File: config.mk
export PLATFORM = sky130hd
export DESIGN_NAME = ctrl_regfile
export DESIGN_NICKNAME = d
export VERILOG_FILES = /design/src/rtl/ctrl_regfile_pkg.sv /design/src/rtl/ctrl_idx_decode.sv /design/src/rtl/ctrl_reg_bank.sv /design/src/rtl/ctrl_derive.sv /design/src/rtl/ctrl_regfile.sv
export SDC_FILE = /design/constraint.sdc
export NUM_CORES = 1
export LEC_CHECK = 0
export CAP_MARGIN = 20
export CORE_MARGIN = 4
export CORE_UTILIZATION = 49
export CTS_BUF_LIST = sky130_fd_sc_hd__clkbuf_8
export DETAILED_ROUTE_END_ITERATION = 16
export PLACE_DENSITY = 0.77
export REMOVE_ABC_BUFFERS = 1
export SYNTH_ARGS = -nofsm -noshare
export SYNTH_HDL_FRONTEND = slang
export SYNTH_HIERARCHICAL = 1
export SYNTH_SLANG_ARGS = --single-unit
File: constraint.sdc
create_clock -name clk -period 1.5 [get_ports clk]
set_input_delay 0.3 -clock clk [delete_from_list [all_inputs] [get_ports clk]]
set_output_delay 0.3 -clock clk [all_outputs]
set_load 0.02 [all_outputs]
File: src/rtl/ctrl_regfile_pkg.sv
package ctrl_regfile_pkg;

    localparam int IDX_W   = 3;
    localparam int NREG    = 4;
    localparam int LEG_W   = 32;
    localparam int PG_BIT  = 31;
    localparam int CTXE_BIT = 17;

    typedef enum logic [IDX_W-1:0] {
        IDX_MODE  = 3'd0,
        IDX_FAULT = 3'd2,
        IDX_BASE  = 3'd3,
        IDX_FEAT  = 3'd4
    } reg_idx_e;

    localparam int SLOT_MODE  = 0;
    localparam int SLOT_FAULT = 1;
    localparam int SLOT_BASE  = 2;
    localparam int SLOT_FEAT  = 3;

endpackage

File: src/rtl/ctrl_idx_decode.sv
module ctrl_idx_decode
    import ctrl_regfile_pkg::*;
(
    input  logic             acc_en,
    input  logic             wr_en,
    input  logic [IDX_W-1:0] idx,
    output logic [NREG-1:0]  rsel,
    output logic [NREG-1:0]  wsel,
    output logic             rsv_hit
);

    logic [NREG-1:0] hit;

    always_comb begin
        hit = '0;
        unique case (idx)
            IDX_MODE:  hit[SLOT_MODE]  = 1'b1;
            IDX_FAULT: hit[SLOT_FAULT] = 1'b1;
            IDX_BASE:  hit[SLOT_BASE]  = 1'b1;
            IDX_FEAT:  hit[SLOT_FEAT]  = 1'b1;
            default:   hit = '0;
        endcase
    end

    assign rsel    = acc_en ? hit : '0;
    assign wsel    = (acc_en && wr_en) ? hit : '0;
    assign rsv_hit = acc_en && (hit == '0);


    sel_exclusive_chk: assert final (!(rsv_hit && (|rsel)) && $onehot0(rsel));

endmodule

File: src/rtl/ctrl_reg_bank.sv
module ctrl_reg_bank
    import ctrl_regfile_pkg::*;
#(
    parameter int XLEN = 64
) (
    input  logic            clk,
    input  logic            rst_n,
    input  logic [NREG-1:0] wsel,
    input  logic [XLEN-1:0] wdata,
    input  logic [XLEN-1:0] mask,
    input  logic            flt_vld,
    input  logic [XLEN-1:0] flt_addr,
    output logic [XLEN-1:0] regs [NREG]
);

    for (genvar g = 0; g < NREG; g++) begin : g_reg
        logic [XLEN-1:0] nxt;
        logic            ld;

        if (g == SLOT_FAULT) begin : g_flt
            always_comb begin
                ld  = flt_vld || wsel[g];
                nxt = (flt_vld ? flt_addr : wdata) & mask;
            end
        end else begin : g_sw
            always_comb begin
                ld  = wsel[g];
                nxt = wdata & mask;
            end
        end

        always_ff @(posedge clk or negedge rst_n) begin
            if (!rst_n)
                regs[g] <= '0;
            else if (ld)
                regs[g] <= nxt;
        end
    end


    fault_capture_chk: assert property (@(posedge clk) disable iff (!rst_n)
        flt_vld |=> regs[SLOT_FAULT] == $past(flt_addr & mask));


    legacy_trim_chk: assert property (@(posedge clk) disable iff (!rst_n)
        (wsel[SLOT_BASE] && (mask[XLEN-1] == 1'b0))
            |=> regs[SLOT_BASE][XLEN-1:LEG_W] == '0);

endmodule

File: src/rtl/ctrl_derive.sv
module ctrl_derive #(
    parameter int XLEN  = 64,
    parameter int CTX_W = 12
) (
    input  logic             rst_n,
    input  logic             clk,
    input  logic             pg_bit,
    input  logic             ctxe_bit,
    input  logic [XLEN-1:0]  base_reg,
    input  logic [XLEN-1:0]  mask,
    output logic             pg_en,
    output logic [XLEN-1:0]  pt_base,
    output logic [CTX_W-1:0] ctx_id
);

    localparam logic [XLEN-1:0] LOW_CLR = ~{{(XLEN-CTX_W){1'b0}}, {CTX_W{1'b1}}};

    always_comb begin
        pg_en   = pg_bit;
        pt_base = pg_bit ? (base_reg & mask & LOW_CLR) : '0;
        ctx_id  = ctxe_bit ? base_reg[CTX_W-1:0] : '0;
    end


    ctx_gate_chk: assert property (@(posedge clk) disable iff (!rst_n)
        (ctx_id != '0) |-> ctxe_bit);


    base_gate_chk: assert property (@(posedge clk) disable iff (!rst_n)
        (pt_base != '0) |-> (pg_en && pt_base[CTX_W-1:0] == '0));

endmodule

File: src/rtl/ctrl_regfile.sv
module ctrl_regfile
    import ctrl_regfile_pkg::*;
#(
    parameter int XLEN  = 64,
    parameter int CTX_W = 12
) (
    input  logic             clk,
    input  logic             rst_n,
    input  logic             long_mode,
    input  logic             acc_en,
    input  logic             wr_en,
    input  logic [IDX_W-1:0] idx,
    input  logic [XLEN-1:0]  wdata,
    output logic [XLEN-1:0]  rdata,
    output logic             exc_ud,
    input  logic             flt_vld,
    input  logic [XLEN-1:0]  flt_addr,
    output logic             pg_en,
    output logic [XLEN-1:0]  pt_base,
    output logic [CTX_W-1:0] ctx_id
);

    localparam logic [XLEN-1:0] LEG_MASK = {{(XLEN-LEG_W){1'b0}}, {LEG_W{1'b1}}};

    logic [NREG-1:0] rsel;
    logic [NREG-1:0] wsel;
    logic            rsv_hit;
    logic [XLEN-1:0] mask;
    logic [XLEN-1:0] regs [NREG];

    assign mask = long_mode ? '1 : LEG_MASK;

    ctrl_idx_decode u_dec (
        .acc_en  (acc_en),
        .wr_en   (wr_en),
        .idx     (idx),
        .rsel    (rsel),
        .wsel    (wsel),
        .rsv_hit (rsv_hit)
    );

    ctrl_reg_bank #(.XLEN(XLEN)) u_bank (
        .clk      (clk),
        .rst_n    (rst_n),
        .wsel     (wsel),
        .wdata    (wdata),
        .mask     (mask),
        .flt_vld  (flt_vld),
        .flt_addr (flt_addr),
        .regs     (regs)
    );

    ctrl_derive #(.XLEN(XLEN), .CTX_W(CTX_W)) u_drv (
        .rst_n    (rst_n),
        .clk      (clk),
        .pg_bit   (regs[SLOT_MODE][PG_BIT]),
        .ctxe_bit (regs[SLOT_FEAT][CTXE_BIT]),
        .base_reg (regs[SLOT_BASE]),
        .mask     (mask),
        .pg_en    (pg_en),
        .pt_base  (pt_base),
        .ctx_id   (ctx_id)
    );

    always_comb begin
        rdata = '0;
        for (int i = 0; i < NREG; i++)
            if (rsel[i])
                rdata = rdata | regs[i];
        rdata  = rdata & mask;
        exc_ud = rsv_hit;
    end


    rsv_no_effect_chk: assert property (@(posedge clk) disable iff (!rst_n)
        (exc_ud && wr_en && !flt_vld) |=>
            ($stable(regs[0]) && $stable(regs[1]) && $stable(regs[2]) && $stable(regs[3])));


    rsv_rdata_zero_chk: assert property (@(posedge clk) disable iff (!rst_n)
        exc_ud |-> rdata == '0);


    fault_wins_chk: assert property (@(posedge clk) disable iff (!rst_n)
        (flt_vld && acc_en && wr_en && idx == 3'd2) |=> regs[1] == $past(flt_addr & mask));

endmodule

Word-level counts from Yosys, hierarchy flattened
Index checks and enable logic that the tools add are counted.
Operators by class
  equality and inequality tests: 3
  muxes and demuxes: 14
  bitwise operators: 7
  reductions and logical operators: 5
Operators with widths (number)
  $mux W64: 7
  $and A64 B64 Y64: 4
  $or A64 B64 Y64: 3
  $mux W12: 1
  $mux W4: 2
  $eq A3 B2 Y1 const B: 2
  $logic_not A4 Y1: 1
  $mux W1: 4
  $eq A3 B3 Y1 const B: 1
  $logic_not A3 Y1: 1
  $logic_and A1 B1 Y1: 2
  $logic_or A1 B1 Y1: 1
Storage, ports and cells
  flip-flop bits (word level): 256
  logic and storage cells: 33

Logic depth before layout (Yosys ltp)
Gate-level depths: netlist of the first run.
  word-level depth: 11
  gate-level depth with buffers: 6
  depth with buffers taken out: 4

By module
Netlist of the first run, hierarchy kept.
Modules (own cells, without submodules)
  ctrl_reg_bank: instances 1, cells each 819, area each 11240.8 um^2, sequential area each 6406.1 um^2
  ctrl_regfile: instances 1, cells each 224, area each 1933.1 um^2, sequential area each 0.0 um^2
  ctrl_derive: instances 1, cells each 84, area each 596.8 um^2, sequential area each 0.0 um^2
  ctrl_idx_decode: instances 1, cells each 16, area each 91.3 um^2, sequential area each 0.0 um^2

Worst setup path before layout of the first run
No wires, ideal clock.
  path type: input-to-output
  start point: input idx[1]
  end point: output rdata[32]
  data arrival time: 1411 ps
  data required time: 1200 ps
  slack: -211 ps
  stages: 5
  path buffers: 1
  cell sequence: nand2b_1 > nor3_1 > buf_6 > a22oi_1 > a21boi_0
Between the ends
  cells in the longest elaborated chain, start to end: 11
  elaborated cells between the ends (all ways): 17
  classes of those cells: eq/ne (3); mux (9); bitwise (4); reduce/logical (1)
RTL lines
  start, declared: RTL line ctrl_regfile.sv:12  | input logic [IDX_W-1:0] idx,
  $logic_not A3 Y1 *: RTL line ctrl_idx_decode.sv:16  | unique case (idx)
  $mux W1 *: RTL line ctrl_idx_decode.sv:16
  $mux W4 *: RTL line ctrl_idx_decode.sv:25  | assign rsel = acc_en ? hit : '0;
  named net rsel[0]: RTL line ctrl_regfile.sv:25  | logic [NREG-1:0] rsel;
  $mux W64 *: RTL line ctrl_regfile.sv:68  | if (rsel[i])
  $or A64 B64 Y64: RTL line ctrl_regfile.sv:69  | rdata = rdata | regs[i];
  $mux W64 *: RTL line ctrl_regfile.sv:68
  $or A64 B64 Y64: RTL line ctrl_regfile.sv:69
  $mux W64 *: RTL line ctrl_regfile.sv:68
  $or A64 B64 Y64: RTL line ctrl_regfile.sv:69
  $mux W64 *: RTL line ctrl_regfile.sv:68
  $and A64 B64 Y64 *: RTL line ctrl_regfile.sv:70  | rdata = rdata & mask;
  end, declared: RTL line ctrl_regfile.sv:14  | output logic [XLEN-1:0] rdata,
The timed path passes the listed nets; every way through them passes the cells marked *.

Final worst setup path of the first run
  start point: input idx[1]
  end point: output rdata[36]
Same word-level chain as after synthesis.

==> impl_metrics.tcl, run 1 <==
set metrics [dict create \
    outcome "complete, but fails checks" \
    violations "negative setup slack" \
    cp.required_ps 1200 \
    cts_tree "built" \
    slowest_delay_ps 220 \
    vdd_drop_max_uv 666 \
    mostFrequentLayoutCell "dfrtp_1" \
    dp_cells 1926 \
    skew_ps 0 \
    htree_levels 2 \
    die-area_mm2 0.0310 \
    port_buffers 266 \
    finalNonFillerCells 2085 \
    fillers 1787 \
    p_seq_share_pct 46.6 \
    crit_path_end "rdata[36]" \
    crit_path_start_kind "input pin" \
    synth_top_family_by_area "compound AO/OA/AOI/OAI gates" \
    antenna_left 0 \
    start_util_pct 49.8 \
    fin_crit_sh_pct 134 \
    p_clk_share_pct 32.7 \
    min_path_type "in2reg" \
    dpl-instance-area_mm2 0.0181 \
    grt_pass1_vias 12272 \
    min_period_ps 2010 \
    grt_pass1_wl_mm 68.0 \
    clk_path_buf_depth 3 \
    reg_top3 "u_bank/regs: 256 flops" \
    wl_per_cell_um 21.7 \
    ys_types 30 \
    die_y_um 176 \
    setup_viol 129 \
    yosysSeqAreaShare_pct 46.2 \
    reg2reg_from "u_bank/regs[223]" \
    grt_max_degree 71 \
    nNetsFinal 1811 \
    hold_violations 0 \
    startpoint "idx[1]" \
    synth-seq-cells 256 \
    drv_slew 0 \
    synth_compound_gate_area_share_pct 16.4 \
    layout_setup_ws_ps -509 \
    cp.arrival_ps 1710 \
    dpl.hpwl_mm 27.7 \
    path_clk_slew_ps 60 \
    final_area_mm2 0.0206 \
    switching_share_pct 28.6 \
    synthCells 1143 \
    critPathMaxFanout 4 \
    seq_area_mm2 0.00641 \
    route.detailed.drc 0 \
    vias 11427 \
    area_growth_pct 48.7 \
    globalRouteOverflowTotal 0 \
    netSwitchingPower_w 0.00540 \
    regToRegEndpoint "u_bank/regs[223]" \
    rows 61 \
    antenna_found_initial 1 \
    synth-xor-area-share_pct 0 \
    synthAdderAreaFrac_pct 0 \
    viasPerCell 5.48 \
    crit_type "in2out" \
    gp_congestion 0.834 \
    clk_latency_ps 520 \
    end_kind "primary output" \
    pwr-share-comb_pct 20.8 \
    drive_gt1_share_pct 50.6 \
    wl_mm 45.3 \
    max_freq_mhz 498 \
    fp.dieW_um 176 \
    largest_reg_flops 256 \
    synth_mux_area_share_pct 15.7 \
    syn_avg_cell_area_um2 12.1 \
    syn_area_mm2 0.0139 \
    ys_warn_count 6 \
    yosys.area_share.simple_pct 15.7 \
    gr-usage-all-layers_pct 27.6 \
    ios 279 \
    rsz0062_at_grt "true" \
    multi_input_area_mm2 0.00770 \
    reg2reg_depth 5 \
    clkSinkCount 256 \
    power_density_mw_per_mm2 916 \
    crit_slowest_cell "nor3_4" \
    root_buffer "clkbuf_8" \
    numCtsBuffers 44 \
    dr.pass1.iters 4 \
    drt_iter0_drc 734 \
    path_cells "buf_8 -> nand2b_4 -> nor3_4 -> buf_6 -> clkbuf_16 -> buf_12 -> clkbuf_16 -> a22oi_2 -> a21boi_2 -> buf_6" \
    r2r_slack_ps 160 \
    maxCapViolCount 0 \
    layout_common_cells "254 x dfrtp_1, 192 x mux2_2, 147 x buf_6" \
    leakage_nw 9.45 \
    p_int_w 0.0135 \
    regMostFlops "u_bank/regs" \
    core_mm2 0.0279 \
]
-- cells in the mapped netlist --
library cell / instances / share of area, %
or3b_1: 59 / 3.7
and3_2: 52 / 2.8
buf_6: 31 / 2.5
mux2_2: 192 / 16
o211ai_1: 3 / 0.16
clkbuf_1: 5 / 0.14
nand3_1: 65 / 2.3
nor3_1: 3 / 0.11
nor2b_1: 1 / 0.045
dfrtp_1: 256 / 46
nand3b_1: 1 / 0.054
nor2_1: 4 / 0.11
o211ai_2: 59 / 5.3
a22oi_1: 91 / 4.9
a31oi_1: 2 / 0.090
inv_1: 1 / 0.027
buf_4: 33 / 1.8
nor3_2: 1 / 0.072
a22oi_2: 37 / 3.3
a21boi_1: 2 / 0.11
a21boi_2: 28 / 2.3
and2_1: 76 / 3.4
a21boi_0: 4 / 0.22
mux2i_1: 1 / 0.072
or3b_2: 3 / 0.19
buf_2: 27 / 0.97
buf_12: 3 / 0.43
nand2_1: 95 / 2.6
nand2b_1: 6 / 0.27
conb_1: 2 / 0.054
-- worst max-delay path: cells and delay by family --
kind	cells	cell delay, ps
simple gates	2	370
compound gates	2	230
buf+inv	6	800
-- area by class of cell --
class / count / share of cell area [%]
Sequential cell: 256 / 31.1
Antenna cell: 1 / 0.0121
Tap cell: 378 / 2.29
Inverter: 1 / 0.0182
Timing Repair Buffer: 458 / 25.1
Clock buffer: 56 / 3.74
Clock inverter: 22 / 0.407
Multi-Input combinational cell: 913 / 37.4
-- worst min path at each step --
stage | start | endpoint | cells past startpoint
finish | flt_vld | u_bank/regs[181] | 3
global route | flt_vld | u_bank/regs[169] | 3
CTS | flt_vld | u_bank/regs[181] | 3
detailed placement | rst_n | u_bank/regs[121] | 1
global placement | rst_n | u_bank/regs[121] | 1
floorplan | rst_n | u_bank/regs[0] | 0
-- power by group through the flow --
stage	sequential [W]	combinational, W	clock (W)
after floorplan	0.00854	0.00175	0
after global placement	0.00870	0.00323	0
after detailed placement	0.00876	0.00331	0
after CTS	0.00870	0.00369	0.00623
after global routing	0.00890	0.00418	0.00660
final	0.00879	0.00392	0.00617
-- through the flow --
| stage | setup TNS (ps) | utilization, % | setup WS, ps | total power [W] | hold WS (ps) |
|---|---|---|---|---|---|
| finish | -50580 | 74.0 | -509 | 0.0189 | 156 |
| global route | -56380 | 74.0 | -530 | 0.0197 | 155 |
| CTS | -47290 | 71.9 | -517 | 0.0186 | 129 |
| detailed placement | -269940 | 64.8 | -1330 | 0.0121 | 168 |
| global placement | -264050 | 64.8 | -1300 | 0.0119 | 169 |
| floorplan | -983690 | - | -4640 | 0.0103 | 4.41 |
-- routing by layer --
layer	up-vias	share of wire [%]	track usage, %
li1	5156	-	-
met1	5780	41	35.7
met2	417	50	46.7
met3	74	6.3	6.19
met4	0	2.7	8.41
met5	-	0	0
-- logic make-up (layout without fill, tap and decap cells) --
| group | count (synthesis) | in the layout |
|---|---|---|
| buf+inv | 100 | 537 |
| mux | 193 | 193 |
| other cells | 2 | 129 |
| flops | 256 | 256 |
| simple gates | 366 | 366 |
| compound gates | 226 | 226 |
-- timing repair --
action | CTS | global route
setup buffers | 54 | 24
pin swaps | 63 | 71
cloned | 8 | 6
hold buffers | 1 | 0
gates resized for setup | 816 | 120
setup endpoints to repair | 386 | 273
hold endpoints to repair | 218 | 0
No activity file was read; power rests on OpenSTA's default activity.
==> inputs of run 2 (changes only) <==
TNS_END_PERCENT = 50   (was not set)
==> run 2 against run 1 <==
The flow still finishes with violations (negative setup slack). Hold slack worse by 1.0 ps. Critical path type is now reg2out. Sequential power about the same. Clock skew unchanged. Sequential cell count unchanged. Non-clock buffer count up 5. Clock power about the same. Final cell count up 0.24%. Final area up 0.73%. Critical endpoint is now pt_base[51].
==> impl_metrics.tcl, run 2 (synthesis gave the netlist of run 1 again) <==
set metrics [dict create \
    startpoint "u_bank/regs[223]" \
    fin_crit_sh_pct 131 \
    cpMostUsedCell "buf_4" \
    antenna_found_initial 1 \
    end_kind "primary output" \
    holdPathStages 3 \
    wl_per_cell_um 21.5 \
    reg2reg_from "u_bank/regs[223]" \
    crit_buf_inv 3 \
    grt_pass1_vias 12275 \
    core_mm2 0.0279 \
    reg2reg_depth 6 \
    antenna_left 0 \
    drt_iter0_drc 680 \
    regMostFlops "u_bank/regs" \
    dp_cells 1926 \
    route.detailed.drc 0 \
    dpl.hpwl_mm 27.7 \
    outcome "complete, but fails checks" \
    mostFrequentLayoutCell "dfrtp_1" \
    fillers 1763 \
    hold_violations 0 \
    crit_family "buffers and inverters" \
    largest_reg_flops 256 \
    min_period_ps 1960 \
    post-place-ws_ps -1330 \
    dpl-instance-area_mm2 0.0181 \
    final_area_mm2 0.0208 \
    die_y_um 176 \
    drv_slew 0 \
    finalNonFillerCells 2090 \
    violations "negative setup slack" \
    start_util_pct 49.8 \
    layout_setup_ws_ps -458 \
    drive_gt1_share_pct 50.8 \
    vdd_drop_max_uv 666 \
    cp.arrival_ps 1660 \
    vias 11498 \
    max_freq_mhz 511 \
    gr-usage-all-layers_pct 27.6 \
    crit_slowest_cell "dfrtp_2" \
    area_growth_pct 49.8 \
    cts_tree "built" \
    crit_path_start_kind "flop" \
    crit_path_end "pt_base[51]" \
    rows 61 \
    nNetsFinal 1816 \
    finalSetupTns_ps -46290 \
    grt_max_degree 71 \
    fp.dieW_um 176 \
    crit_cells 4 \
    gp_congestion 0.834 \
    rsz0062_at_grt "true" \
    slowest_delay_ps 440 \
    viasPerCell 5.50 \
    dr.pass1.iters 5 \
    power_density_mw_per_mm2 908 \
    setup_viol 129 \
    min_path_type "in2reg" \
    leakage_nw 9.47 \
    port_buffers 266 \
    clkSinkCount 256 \
    root_buffer "clkbuf_8" \
    reg_top3 "u_bank/regs: 256 flops" \
    htree_levels 2 \
    numCtsBuffers 44 \
    path_cells "buf_4 -> buf_12 -> and3_4 -> buf_4" \
    regToRegEndpoint "u_bank/regs[223]" \
    die-area_mm2 0.0310 \
    globalRouteOverflowTotal 0 \
    r2r_slack_ps 40 \
    crit_type "reg2out" \
    skew_ps 0 \
    layout_common_cells "254 x dfrtp_1, 192 x mux2_2, 163 x buf_6" \
    clk_latency_ps 520 \
    ios 279 \
    wl_mm 45.0 \
    critPathMaxFanout 27 \
    maxCapViolCount 0 \
    clk_path_buf_depth 3 \
    path_clk_slew_ps 60 \
    grt_pass1_wl_mm 68.0 \
    cp.required_ps 1200 \
    total_power_w 0.0189 \
]
[run 2: cell types whose count changed in the layout (fill, tap and decap cells not counted), sizes merged]
cell / before / now
clkdlybuf4s15: 5 / 0
buf: 316 / 328
clkbuf: 62 / 60
[run 2: worst min path at each step]
stage	from	endpoint	slack, ps
after floorplan	rst_n	u_bank/regs[0]	4
after global placement	rst_n	u_bank/regs[121]	170
after detailed placement	rst_n	u_bank/regs[121]	170
after CTS	flt_vld	u_bank/regs[181]	130
after global routing	flt_vld	u_bank/regs[169]	150
final	flt_vld	u_bank/regs[181]	160
[run 2: stage by stage]
stage | utilization [%] | hold WS [ps]
floorplan | - | 4.41
global placement | 64.8 | 169
detailed placement | 64.8 | 168
CTS | 71.9 | 129
global route | 74.5 | 148
finish | 74.5 | 155
[run 2: power breakdown]
part / leakage [nW] / switching [W] / internal [W]
Sequential: 3.35 / 0.000847 / 0.00795
Combinational: 5.60 / 0.00170 / 0.00220
Clock: 0.518 / 0.00282 / 0.00333
Total: 9.47 / 0.00537 / 0.0135
[run 2: final cells by class]
class	instances	area, µm²	area share [%]
multi-input cells	913	7770	37.4
flip-flops and latches	256	6410	30.9
repair buffers	463	5250	25.3
clock buffers	56	771	3.71
well taps	378	473	2.28
clock inverters	22	83.8	0.404
inverters	1	3.75	0.0181
diodes	1	2.50	0.0121
[run 2: repair_timing]
action | CTS | global route
hold buffers | 1 | 0
buffers inserted | 54 | 28
endpoints found under the hold margin | 218 | 0
pin swaps | 63 | 80
endpoints found under the setup margin | 386 | 273
cloned | 8 | 4
gates resized for setup | 815 | 177
[run 2: routing by layer]
metal,track usage [%],up-vias,share of wire [%]
met5,0,-,0
met1,35.7,5774,40
met2,46.7,476,50
met4,8.41,0,2.6
li1,-,5169,-
met3,6.21,79,7.0
[run 2: worst register-to-register path, stage by stage (launching register included)]
cell and delay, ps:
dfrtp_2 440, buf_6 140, buf_4 140, buf_16 130
buf_4 130, buf_4 130, mux2_2 250
